--- src/rtl/updn_cnt_pkg.sv ---
package updn_cnt_pkg;
  localparam int DIGIT_W  = 4;
  localparam int HEX_TOP  = (1 << DIGIT_W) - 1;
  localparam int DEC_TOP  = 9;

  typedef logic [DIGIT_W-1:0] digit_t;

  typedef enum logic {
    MOD_DEC = 1'b0,
    MOD_BIN = 1'b1
  } modulus_e;
endpackage

--- src/rtl/updn_rst_sync.sv ---
module updn_rst_sync #(
  parameter int STAGES = 2
) (
  input  logic clk,
  input  logic rst_n,
  output logic rst_sync_n
);
  logic [STAGES-1:0] chain_q;

  always_ff @(posedge clk or negedge rst_n) begin
    if (!rst_n) begin
      chain_q <= '0;
    end else begin
      chain_q <= {chain_q[STAGES-2:0], 1'b1};
    end
  end

  assign rst_sync_n = chain_q[STAGES-1];
endmodule

--- src/rtl/updn_step.sv ---
module updn_step
  import updn_cnt_pkg::*;
(
  input  digit_t cur,
  input  logic   bin_mode,
  input  logic   up_mode,
  output digit_t nxt
);
  localparam digit_t TOP_BIN = digit_t'(HEX_TOP);
  localparam digit_t TOP_DEC = digit_t'(DEC_TOP);

  digit_t top_val;
  logic   at_or_above_top;

  always_comb begin
    top_val         = (modulus_e'(bin_mode) == MOD_BIN) ? TOP_BIN : TOP_DEC;
    at_or_above_top = (cur >= top_val);
    nxt             = cur;
    if (up_mode) begin
      if (at_or_above_top) begin
        nxt = '0;
      end else begin
        nxt = cur + digit_t'(1);
      end
    end else begin
      if (cur == '0) begin
        nxt = top_val;
      end else begin
        nxt = cur - digit_t'(1);
      end
    end
  end
endmodule

--- src/rtl/updn_carry.sv ---
module updn_carry
  import updn_cnt_pkg::*;
(
  input  digit_t shown,
  input  logic   bin_mode,
  input  logic   up_mode,
  input  logic   cnt_en_n,
  output logic   carry_n
);
  localparam digit_t TOP_BIN = digit_t'(HEX_TOP);
  localparam digit_t TOP_DEC = digit_t'(DEC_TOP);

  logic terminal;

  always_comb begin
    if (up_mode) begin
      terminal = (modulus_e'(bin_mode) == MOD_BIN) ? (shown == TOP_BIN)
                                                   : (shown == TOP_DEC);
    end else begin
      terminal = (shown == '0);
    end
    carry_n = ~(terminal & ~cnt_en_n);
  end
endmodule

--- src/rtl/updn_dual_counter.sv ---
module updn_dual_counter
  import updn_cnt_pkg::*;
#(
  parameter int RST_STAGES = 2
) (
  input  logic               clk,
  input  logic               rst_n,
  input  logic               cnt_en_n,
  input  logic               bin_mode,
  input  logic               up_mode,
  input  logic               load_en,
  input  logic [DIGIT_W-1:0] load_val,
  output logic [DIGIT_W-1:0] count,
  output logic               carry_n
);
  logic   rst_int_n;
  logic   advance;
  digit_t state_q;
  digit_t state_d;
  digit_t step_val;
  digit_t shown;

  updn_rst_sync #(.STAGES(RST_STAGES)) u_rst_sync (
    .clk        (clk),
    .rst_n      (rst_n),
    .rst_sync_n (rst_int_n)
  );

  updn_step u_step (
    .cur      (state_q),
    .bin_mode (bin_mode),
    .up_mode  (up_mode),
    .nxt      (step_val)
  );

  assign advance = ~cnt_en_n & ~load_en;

  always_comb begin
    state_d = state_q;
    if (load_en) begin
      state_d = load_val;
    end else if (advance) begin
      state_d = step_val;
    end
  end

  always_ff @(posedge clk or negedge rst_int_n) begin
    if (!rst_int_n) begin
      state_q <= '0;
    end else begin
      state_q <= state_d;
    end
  end

  assign shown = load_en ? load_val : state_q;

  updn_carry u_carry (
    .shown    (shown),
    .bin_mode (bin_mode),
    .up_mode  (up_mode),
    .cnt_en_n (cnt_en_n),
    .carry_n  (carry_n)
  );

  assign count = shown;
endmodule

--- config.mk ---
export PLATFORM = sky130hd
export DESIGN_NAME = updn_dual_counter
export DESIGN_NICKNAME = d
export VERILOG_FILES = /design/src/rtl/updn_cnt_pkg.sv /design/src/rtl/updn_rst_sync.sv /design/src/rtl/updn_step.sv /design/src/rtl/updn_carry.sv /design/src/rtl/updn_dual_counter.sv
export SDC_FILE = /design/constraint.sdc
export NUM_CORES = 1
export LEC_CHECK = 0
export ABC_AREA = 1
export BUFFER_PORTS_ARGS = -buffer_cell sky130_fd_sc_hd__buf_2
export CORE_MARGIN = 2
export CORE_UTILIZATION = 23
export CTS_CLUSTER_DIAMETER = 50
export DETAILED_ROUTE_END_ITERATION = 6
export PLACE_DENSITY = 0.47
export SLEW_MARGIN = 30
export SYNTH_ARGS = -nofsm -noshare
export SYNTH_HDL_FRONTEND = slang
export SYNTH_SLANG_ARGS = --single-unit
--- constraint.sdc ---
create_clock -name clk -period 1.3 [get_ports clk]
set_input_delay 0.13 -clock clk [delete_from_list [all_inputs] [get_ports clk]]
set_output_delay 0.13 -clock clk [all_outputs]
set_load 0.02 [all_outputs]
==> results of run 1 <==
state kept, by name (all words and copies together) (netlist names):
name	cells
state_q	4
u_rst_sync.chain_q	2
worst reg2reg max path: cells and delay by family, from the launching register on:
| kind | cells | cell delay (ns) |
|---|---|---|
| AO/OA/AOI/OAI | 1 | 0.17 |
| AND/OR/NAND/NOR | 6 | 0.36 |
| flip-flops | 1 | 0.39 |
| buffers and inverters | 2 | 0.25 |
| adder cells (fa/ha/maj) | 1 | 0.20 |
power breakdown:
part | switching [mW] | internal (mW)
clock | 0.0621 | 0.104
combinational | 0.243 | 0.184
sequential | 0.0171 | 0.209
kinds of logic after synthesis:
family,count (synthesis),share of synthesized area (%)
compound gates,10,11.3
buf+inv,14,10.4
simple gates,60,43.0
other cells,1,0.650
flops,6,26.0
fa+ha+maj,4,8.68
layer usage:
metal / global-route usage [%] / part of all wire [%] / vias to the layer above
met5: 0 / 0 / -
met2: 23.0 / 49 / 21
met4: 3.33 / 1.8 / 0
li1: - / - / 352
met3: 3.89 / 5.5 / 4
met1: 14.4 / 43 / 290
cell usage in the layout, fill, tap and decap left out:
| cell type | synthesis | layout |
|---|---|---|
| inv_2 | 3 | 5 |
| buf_4 | 0 | 9 |
| o21ai_4 | 0 | 3 |
| ha_4 | 0 | 1 |
| buf_2 | 0 | 13 |
| o21ai_1 | 0 | 2 |
| nand3_2 | 1 | 1 |
| a21oi_1 | 3 | 2 |
| conb_1 | 1 | 1 |
| clkbuf_4 | 0 | 3 |
| nand2_1 | 42 | 38 |
| ha_2 | 0 | 2 |
| a21oi_2 | 0 | 1 |
| nor2_1 | 7 | 6 |
| dlygate4sd3_1 | 0 | 1 |
| buf_6 | 1 | 2 |
| o21ai_2 | 4 | 1 |
| nor2_2 | 0 | 1 |
| nand2_2 | 1 | 5 |
| ha_1 | 4 | 1 |
| nand3_1 | 7 | 7 |
| inv_1 | 10 | 8 |
| nand4_1 | 2 | 2 |
| dfrtp_1 | 6 | 6 |
| o21ai_0 | 3 | 1 |
final timing paths:
| kind | from | to | slack [ns] |
|---|---|---|---|
| hold / removal | u_rst_sync.chain_q[1]$_DFF_PN0_ | state_q[1]$_DFFE_PN0P_ | 0.06 |
| max in group asynchronous | rst_n | u_rst_sync.chain_q[0]$_DFF_PN0_ | 1.00 |
| min in group clk | cnt_en_n | state_q[2]$_DFFE_PN0P_ | 0.21 |
| setup reg to reg | state_q[1]$_DFFE_PN0P_ | state_q[3]$_DFFE_PN0P_ | -0.14 |
| hold reg to reg | u_rst_sync.chain_q[1]$_DFF_PN0_ | state_q[1]$_DFFE_PN0P_ | 0.06 |
| setup / recovery | state_q[1]$_DFFE_PN0P_ | state_q[3]$_DFFE_PN0P_ | -0.14 |
stage by stage:
| stage | setup slack, ns | instance area [um^2] | total power [mW] | TNS (ns) | utilization (%) |
|---|---|---|---|---|---|
| global placement | -0.0872 | 703 | 0.555 | -0.263 | 28.9 |
| CTS | -0.141 | 798 | 0.782 | -0.497 | 32.8 |
| detailed placement | -0.0781 | 703 | 0.553 | -0.233 | 28.9 |
| floorplan | 0.0485 | 577 | 0.449 | 0 | - |
| global route | -0.245 | 847 | 0.892 | -1.10 | 34.8 |
| finish | -0.142 | 847 | 0.819 | -0.645 | 34.8 |
area by class of cell:
| type | count | area [um^2] |
|---|---|---|
| inverters | 13 | 48.8 |
| flip-flops and latches | 6 | 150 |
| clock buffers | 3 | 22.5 |
| multi-input cells | 75 | 423 |
| repair buffers | 25 | 165 |
| fillers | 265 | 1590 |
| well taps | 30 | 37.5 |
timing repair:
action / in CTS / in global routing
setup endpoints to repair: 5 / 6
buffers inserted: 4 / 2
pin swaps: 2 / 11
hold endpoints to repair: 2 / 0
gates resized for setup: 10 / 9
hold buffers: 1 / 0
==> flow_summary.toml, run 1 <==
[outcome]
status = "finished with violations"
violations = "negative setup slack"

[timing]
finalSetupViolCount = 5
grt_setup_unrepaired = "yes"
hold_viol = 0
period_minus_slack_ns = 1.44
finClkSkew_ns = 0.00618
drv_slew = 0
hold_ws_ns = 0.0555
max_freq_mhz = 693
layout_setup_ws_ns = -0.142
finalCritPeriodShare_pct = 111

[yosys]
synth_edf_count = 0
netlist_area_um2 = 577
ys_seq_elements = 6
yosysMostFrequentCell = "nand2_1"
ys_async_sr_fraction_pct = 100
synthCells = 95
yosys.area.top_type_share_pct = 27.3
synth_area_leader_cell = "nand2_1"
synth_nets = 109
yosys_most_used_dff = "dfrtp_1"
yosysUniqueCellTypes = 15
ys_warn_count = 0
ys_seq_area_share_pct = 26.0
yosys-top-cells-count = "nand2_1, inv_1, nand3_1, nor2_1, dfrtp_1"
syn_avg_cell_area_um2 = 6.07
synthTopCellsByArea = "nand2_1, dfrtp_1, ha_1, inv_1, nand3_1"

[clocking]
clkSlewWorstSetupHoldPaths_ns = 0.05
cts_root_buf = "clkbuf_4"
cts.sinks = 6
cts_tree = "built"
numCtsBuffers = 3
insertion_delay_ns = 0.24
cts_buffer_depth = 2
cts_max_level = 1

[worst_setup_path]
crit_required_ns = 1.47
critPathMaxFanout = 3
setup.worst_path.start_class = "flip-flop"
slowest_delay_ns = 0.39
critPathKind = "reg2reg"
cp_common_cell = "nand2_1"
slowest_stage = "dfrtp_1"
worst-path-buf-inv = 2
crit_cells = 10
crit_family = "flip-flops"
end_kind = "flip-flop"
arrival_ns = 1.62
cp_cell_sequence = "buf_4, buf_6, ha_4, nand2_2, nand2_2, a21oi_2, nand2_1, nand2_1, nand2_1, nand2_1"
r2r_cells = 10

[floorplanning]
io_pins = 15
coreArea_um2 = 2430
dieArea_um2 = 2920
fp.dieW_um = 54.1
rows = 18
start_util_pct = 23.7
die_h_um = 54.1

[cells_and_area]
areaGrowthSynthToFinish_pct = 46.9
num_antenna_cells = 0
drive_gt1_share_pct = 38.5
instances_no_fill = 152
fin_nets = 138

[global_routing]
overflow = 0
antenna_found_initial = 0
grt_pass1_wl_um = 2730
grt_max_degree = 10
grt_pass1_vias = 669
grtUsageTotal_pct = 12.7

[routing]
viasPerCell = 4.39
wire_per_inst_um = 10.5
routed_wl_um = 1590
drc = 0
vias = 667
drtPass1Iterations = 4
final_antenna_net_count = 0
drt-initial-drc-count = 14

[placed_design]
place_inst = 142
hpwlAfterDp_um = 1180
gp_congestion = 0.767
port_buffers = 14

[power_and_ir_drop]
total_leakage_power_nw = 0.475
p_per_area_nw_per_um2 = 966
ir_drop_mv = 0.897

[min_path]
hp-class = "reg2async"

[flow_run]
drv_cap = 0
(Power assumes the default switching activity.)
==> inputs of run 2 (changes only) <==
--- a/config.mk
+++ b/config.mk
@@ -7,11 +7,11 @@
 export LEC_CHECK = 0
 export ABC_AREA = 1
 export BUFFER_PORTS_ARGS = -buffer_cell sky130_fd_sc_hd__buf_2
-export CORE_MARGIN = 2
 export CORE_UTILIZATION = 23
 export CTS_CLUSTER_DIAMETER = 50
 export DETAILED_ROUTE_END_ITERATION = 6
 export PLACE_DENSITY = 0.47
+export SKIP_LAST_GASP = 1
 export SLEW_MARGIN = 30
 export SYNTH_ARGS = -nofsm -noshare
 export SYNTH_HDL_FRONTEND = slang
==> flow_summary.toml, run 2 (synthesis gave the netlist of run 1 again) <==
[outcome]
status = "finished with violations"
violations = "negative setup slack"

[cells_and_area]
num_antenna_cells = 0
top_regs = "state_q (4), u_rst_sync.chain_q (2)"
drive_gt1_share_pct = 35.8
final_area_um2 = 843
final_cell_mix = "nand2_1, buf_2, buf_4"
top_register = "state_q"
fin_nets = 139
largest_reg_flops = 4
areaGrowthSynthToFinish_pct = 46.2
layout_commonest_cell = "nand2_1"

[worst_setup_path]
slowest_stage = "dfrtp_1"
cp_cell_sequence = "inv_2, o21ai_4, nand2_1, nand2_1, nand2_1, nand2_1, nand3_2, buf_6"
worst-path-buf-inv = 2
slowest_delay_ns = 0.38
setup.worst_path.start_class = "flip-flop"
cp_common_cell = "nand2_1"
crit_required_ns = 1.17
critPathKind = "reg2out"
end_kind = "output port"
arrival_ns = 1.30
critPathMaxFanout = 4
crit_family = "flip-flops"

[clocking]
clkSlewWorstSetupHoldPaths_ns = 0.05
cts_max_level = 1
cts.sinks = 6
cts_buffer_depth = 2
numCtsBuffers = 3
cts_root_buf = "clkbuf_4"
insertion_delay_ns = 0.24
cts_tree = "built"

[timing]
grt_setup_unrepaired = "yes"
layout_setup_ws_ns = -0.130
hold_viol = 0
finClkSkew_ns = 0.00110
finalCritPeriodShare_pct = 110
finalSetupViolCount = 3
hold_ws_ns = 0.0603
max_freq_mhz = 699
period_minus_slack_ns = 1.43
drv_slew = 0

[min_path]
hp-class = "reg2async"

[power_and_ir_drop]
total_leakage_power_nw = 0.485
switching_power_mw = 0.327
p_per_area_nw_per_um2 = 980
p_clk_share_pct = 20.7
switching_share_pct = 39.5
p_int_mw = 0.500
p_comb_share_pct = 51.7
power_frac_seq_pct = 27.6
ir_drop_mv = 0.503

[routing]
drt-initial-drc-count = 10
wire_per_inst_um = 10.2
vias = 653
drtPass1Iterations = 4
final_antenna_net_count = 0
drc = 0
routed_wl_um = 1540
viasPerCell = 4.32

[floorplanning]
die_h_um = 52.1
dieArea_um2 = 2710
start_util_pct = 25.1
coreArea_um2 = 2300
io_pins = 15
rows = 17
fp.dieW_um = 52.1

[global_routing]
grt_max_degree = 10
grtUsageTotal_pct = 12.5
antenna_found_initial = 0
grt_pass1_wl_um = 2530
grt_pass1_vias = 603
overflow = 0

[placed_design]
dp_slack_ns = -0.0363
port_buffers = 14
placed_cell_area_um2 = 716
hpwlAfterDp_um = 1210
gp_congestion = 0.817

[flow_run]
drv_cap = 0
-- run 2: cell types whose count changed in the layout (fill, tap and decap cells not counted), sizes merged --
cell  change
buf       +1
-- run 2: timing repair --
item | in CTS | in global routing
hold endpoints to repair | 2 | 0
setup buffers | 3 | 2
gates resized for setup | 6 | 9
hold buffers | 1 | 0
pin swaps | 3 | 9
endpoints found under the setup margin | 5 | 5
-- run 2: cell type report --
cell class / instances / area [um^2]
fillers: 268 / 1450
multi-input cells: 75 / 418
repair buffers: 26 / 169
flip-flops and latches: 6 / 150
inverters: 13 / 48.8
well taps: 28 / 35.0
clock buffers: 3 / 22.5
-- run 2: worst paths after layout --
| kind | start | to | slack, ns | depth (start not counted) |
|---|---|---|---|---|
| max | state_q[2]$_DFFE_PN0P_ | carry_n | -0.13 | 8 |
| min | u_rst_sync.chain_q[1]$_DFF_PN0_ | state_q[1]$_DFFE_PN0P_ | 0.06 | 0 |
| max reg2reg | state_q[1]$_DFFE_PN0P_ | state_q[1]$_DFFE_PN0P_ | -0.01 | 11 |
| min reg2reg | u_rst_sync.chain_q[1]$_DFF_PN0_ | state_q[1]$_DFFE_PN0P_ | 0.06 | 0 |
| max in group asynchronous | rst_n | u_rst_sync.chain_q[1]$_DFF_PN0_ | 1.00 | 2 |
| min in group clk | cnt_en_n | state_q[3]$_DFFE_PN0P_ | 0.21 | 4 |
-- run 2: layer usage --
metal	vias up	GRT usage, %	part of all wire [%]
li1	351	-	-
met1	290	16.1	42
met2	12	20.9	54
met3	0	2.63	4.5
met4	0	3.15	0
met5	-	0	0
-- run 2: power by group through the flow --
stage / combinational (mW) / sequential [mW] / clock, mW
floorplan: 0.217 / 0.232 / 0
global placement: 0.334 / 0.233 / 0
detailed placement: 0.331 / 0.233 / 0
CTS: 0.367 / 0.229 / 0.177
global route: 0.483 / 0.230 / 0.180
finish: 0.427 / 0.228 / 0.171
-- run 2: per-stage QoR --
step                util [%]  TNS, ns  instances  power, mW
global route            36.7   -0.568        151      0.893
global placement        31.2  -0.0814        142      0.567
finish                  36.7   -0.142        151      0.826
floorplan                  -        0         95      0.449
CTS                     34.3   -0.148        149      0.773
detailed placement      31.2  -0.0642        142      0.564
==> inputs of run 3 (changes only) <==
--- a/config.mk
+++ b/config.mk
@@ -10,7 +10,7 @@
 export CORE_UTILIZATION = 23
 export CTS_CLUSTER_DIAMETER = 50
 export DETAILED_ROUTE_END_ITERATION = 6
-export PLACE_DENSITY = 0.47
+export PLACE_DENSITY = 0.38
 export SKIP_LAST_GASP = 1
 export SLEW_MARGIN = 30
 export SYNTH_ARGS = -nofsm -noshare
==> flow_summary.toml, run 3 (synthesis gave the netlist of run 1 again) <==
[clocking]
insertion_delay_ns = 0.24
cts_root_buf = "clkbuf_4"
clkSlewWorstSetupHoldPaths_ns = 0.04
numCtsBuffers = 3
cts_max_level = 1
cts_buffer_depth = 2
cts.sinks = 6
cts_tree = "built"

[cells_and_area]
top_regs = "state_q (4), u_rst_sync.chain_q (2)"
num_antenna_cells = 0
fin_nets = 147
drive_gt1_share_pct = 40.5
top_register = "state_q"
layout_commonest_cell = "nand2_1"
final_cell_mix = "nand2_1, buf_4, buf_2"
areaGrowthSynthToFinish_pct = 63.1
largest_reg_flops = 4

[timing]
hold_viol = 0
finalCritPeriodShare_pct = 113
period_minus_slack_ns = 1.46
layout_setup_ws_ns = -0.163
finalSetupViolCount = 5
setup_tns_ns = -0.372
max_freq_mhz = 684
grt_setup_unrepaired = "yes"
drv_slew = 0
finClkSkew_ns = 0.00105

[worst_setup_path]
ff2ff_setup_slack_ns = -0.09
critPathKind = "reg2out"
cp_common_cell = "nand2_1"
crit_required_ns = 1.17
crit_start = "state_q[0]$_DFFE_PN0P_"
endpoint = "carry_n"
arrival_ns = 1.33
rr_endpoint = "state_q[2]$_DFFE_PN0P_"
r2r_cells = 9
worstReg2RegStart = "state_q[0]$_DFFE_PN0P_"
slowest_delay_ns = 0.37
cp_cell_sequence = "inv_2, buf_6, o21ai_4, nand2_1, inv_1, nand2_1, nand2_1, nand3_2, buf_6"
end_kind = "output port"
setup.worst_path.start_class = "flip-flop"
slowest_stage = "dfrtp_1"
critPathMaxFanout = 3

[power_and_ir_drop]
total_power_mw = 0.894
power_frac_seq_pct = 25.1
p_per_area_nw_per_um2 = 950
switching_share_pct = 37.7
total_leakage_power_nw = 0.530
p_int_mw = 0.557
ir_drop_mv = 0.738
p_clk_share_pct = 18.2
switching_power_mw = 0.337
p_comb_share_pct = 56.7

[routing]
drtPass1Iterations = 4
vias = 710
wire_per_inst_um = 10.4
routed_wl_um = 1660
drt-initial-drc-count = 6
drc = 0
viasPerCell = 4.47
final_antenna_net_count = 0

[floorplanning]
dieArea_um2 = 2710
die_h_um = 52.1
coreArea_um2 = 2300
rows = 17
fp.dieW_um = 52.1
io_pins = 15
start_util_pct = 25.1

[min_path]
hp-class = "reg2async"

[placed_design]
port_buffers = 14
hpwlAfterDp_um = 1260
dp_slack_ns = -0.108
gp_congestion = 0.807

[global_routing]
grt_pass1_vias = 674
grt_max_degree = 10
overflow = 0
grtUsageTotal_pct = 14.7
grt_pass1_wl_um = 2940
antenna_found_initial = 0

[outcome]
status = "finished with violations"
violations = "negative setup slack"

[flow_run]
drv_cap = 0
[run 3: cell types whose count changed in the layout (fill, tap and decap cells not counted), moves of 2 or more]
cell     delta
buf_6       +2
nand2_2     +2
nand2_1     -2
buf_4       +6
[run 3: metal layers]
metal / up-vias / share of wire [%] / track usage, %
li1: 375 / - / -
met1: 327 / 49 / 19.7
met2: 8 / 49 / 23.9
met3: 0 / 1.9 / 3.51
met4: 0 / 0 / 2.70
met5: - / 0 / 0
[run 3: cell type report]
| class | instances | area (um^2) |
|---|---|---|
| clock buffers | 3 | 22.5 |
| fillers | 258 | 1360 |
| inverters | 13 | 48.8 |
| multi-input cells | 75 | 433 |
| flip-flops and latches | 6 | 150 |
| well taps | 28 | 35.0 |
| repair buffers | 34 | 251 |
[run 3: what timing repair did]
action	CTS	global route
resized for setup	14	4
buffers inserted	7	2
pin swaps	10	6
hold buffers	1	0
endpoints found under the hold margin	2	0
gates cloned	0	0
endpoints found under the setup margin	7	7
[run 3: through the flow]
stage,instance area (um^2),util [%],instances,hold slack [ns]
floorplan,577,-,95,-0.166
global placement,758,33.0,146,-0.0847
detailed placement,758,33.0,146,-0.0825
CTS,916,39.9,157,0.0605
global route,941,41.0,159,0.0769
finish,941,41.0,159,0.0537
[run 3: critical path, delay by kind of cell, from the launching register on]
kind / cells / cell delay [ns]
buffers and inverters: 4 / 0.35
AO/OA/AOI/OAI: 1 / 0.13
AND/OR/NAND/NOR: 4 / 0.25
flip-flops: 1 / 0.37
[run 3: how the worst min path moves through the flow]
stage,to,slack (ns),cells after the start,from
final,state_q[2]$_DFFE_PN0P_,0.05,0,u_rst_sync.chain_q[1]$_DFF_PN0_
after detailed placement,u_rst_sync.chain_q[0]$_DFF_PN0_,-0.08,1,rst_n
after global placement,u_rst_sync.chain_q[0]$_DFF_PN0_,-0.08,1,rst_n
after floorplan,u_rst_sync.chain_q[0]$_DFF_PN0_,-0.17,0,rst_n
after global routing,state_q[0]$_DFFE_PN0P_,0.08,0,u_rst_sync.chain_q[1]$_DFF_PN0_
after CTS,state_q[3]$_DFFE_PN0P_,0.06,0,u_rst_sync.chain_q[1]$_DFF_PN0_
[run 3: power by group through the flow]
stage	combinational [mW]	clock (mW)	sequential (mW)
5_1_grt	0.561	0.182	0.227
3_3_place_gp	0.378	0	0.238
4_1_cts	0.477	0.173	0.224
3_5_place_dp	0.370	0	0.236
2_1_floorplan	0.217	0	0.232
6_report	0.507	0.163	0.224
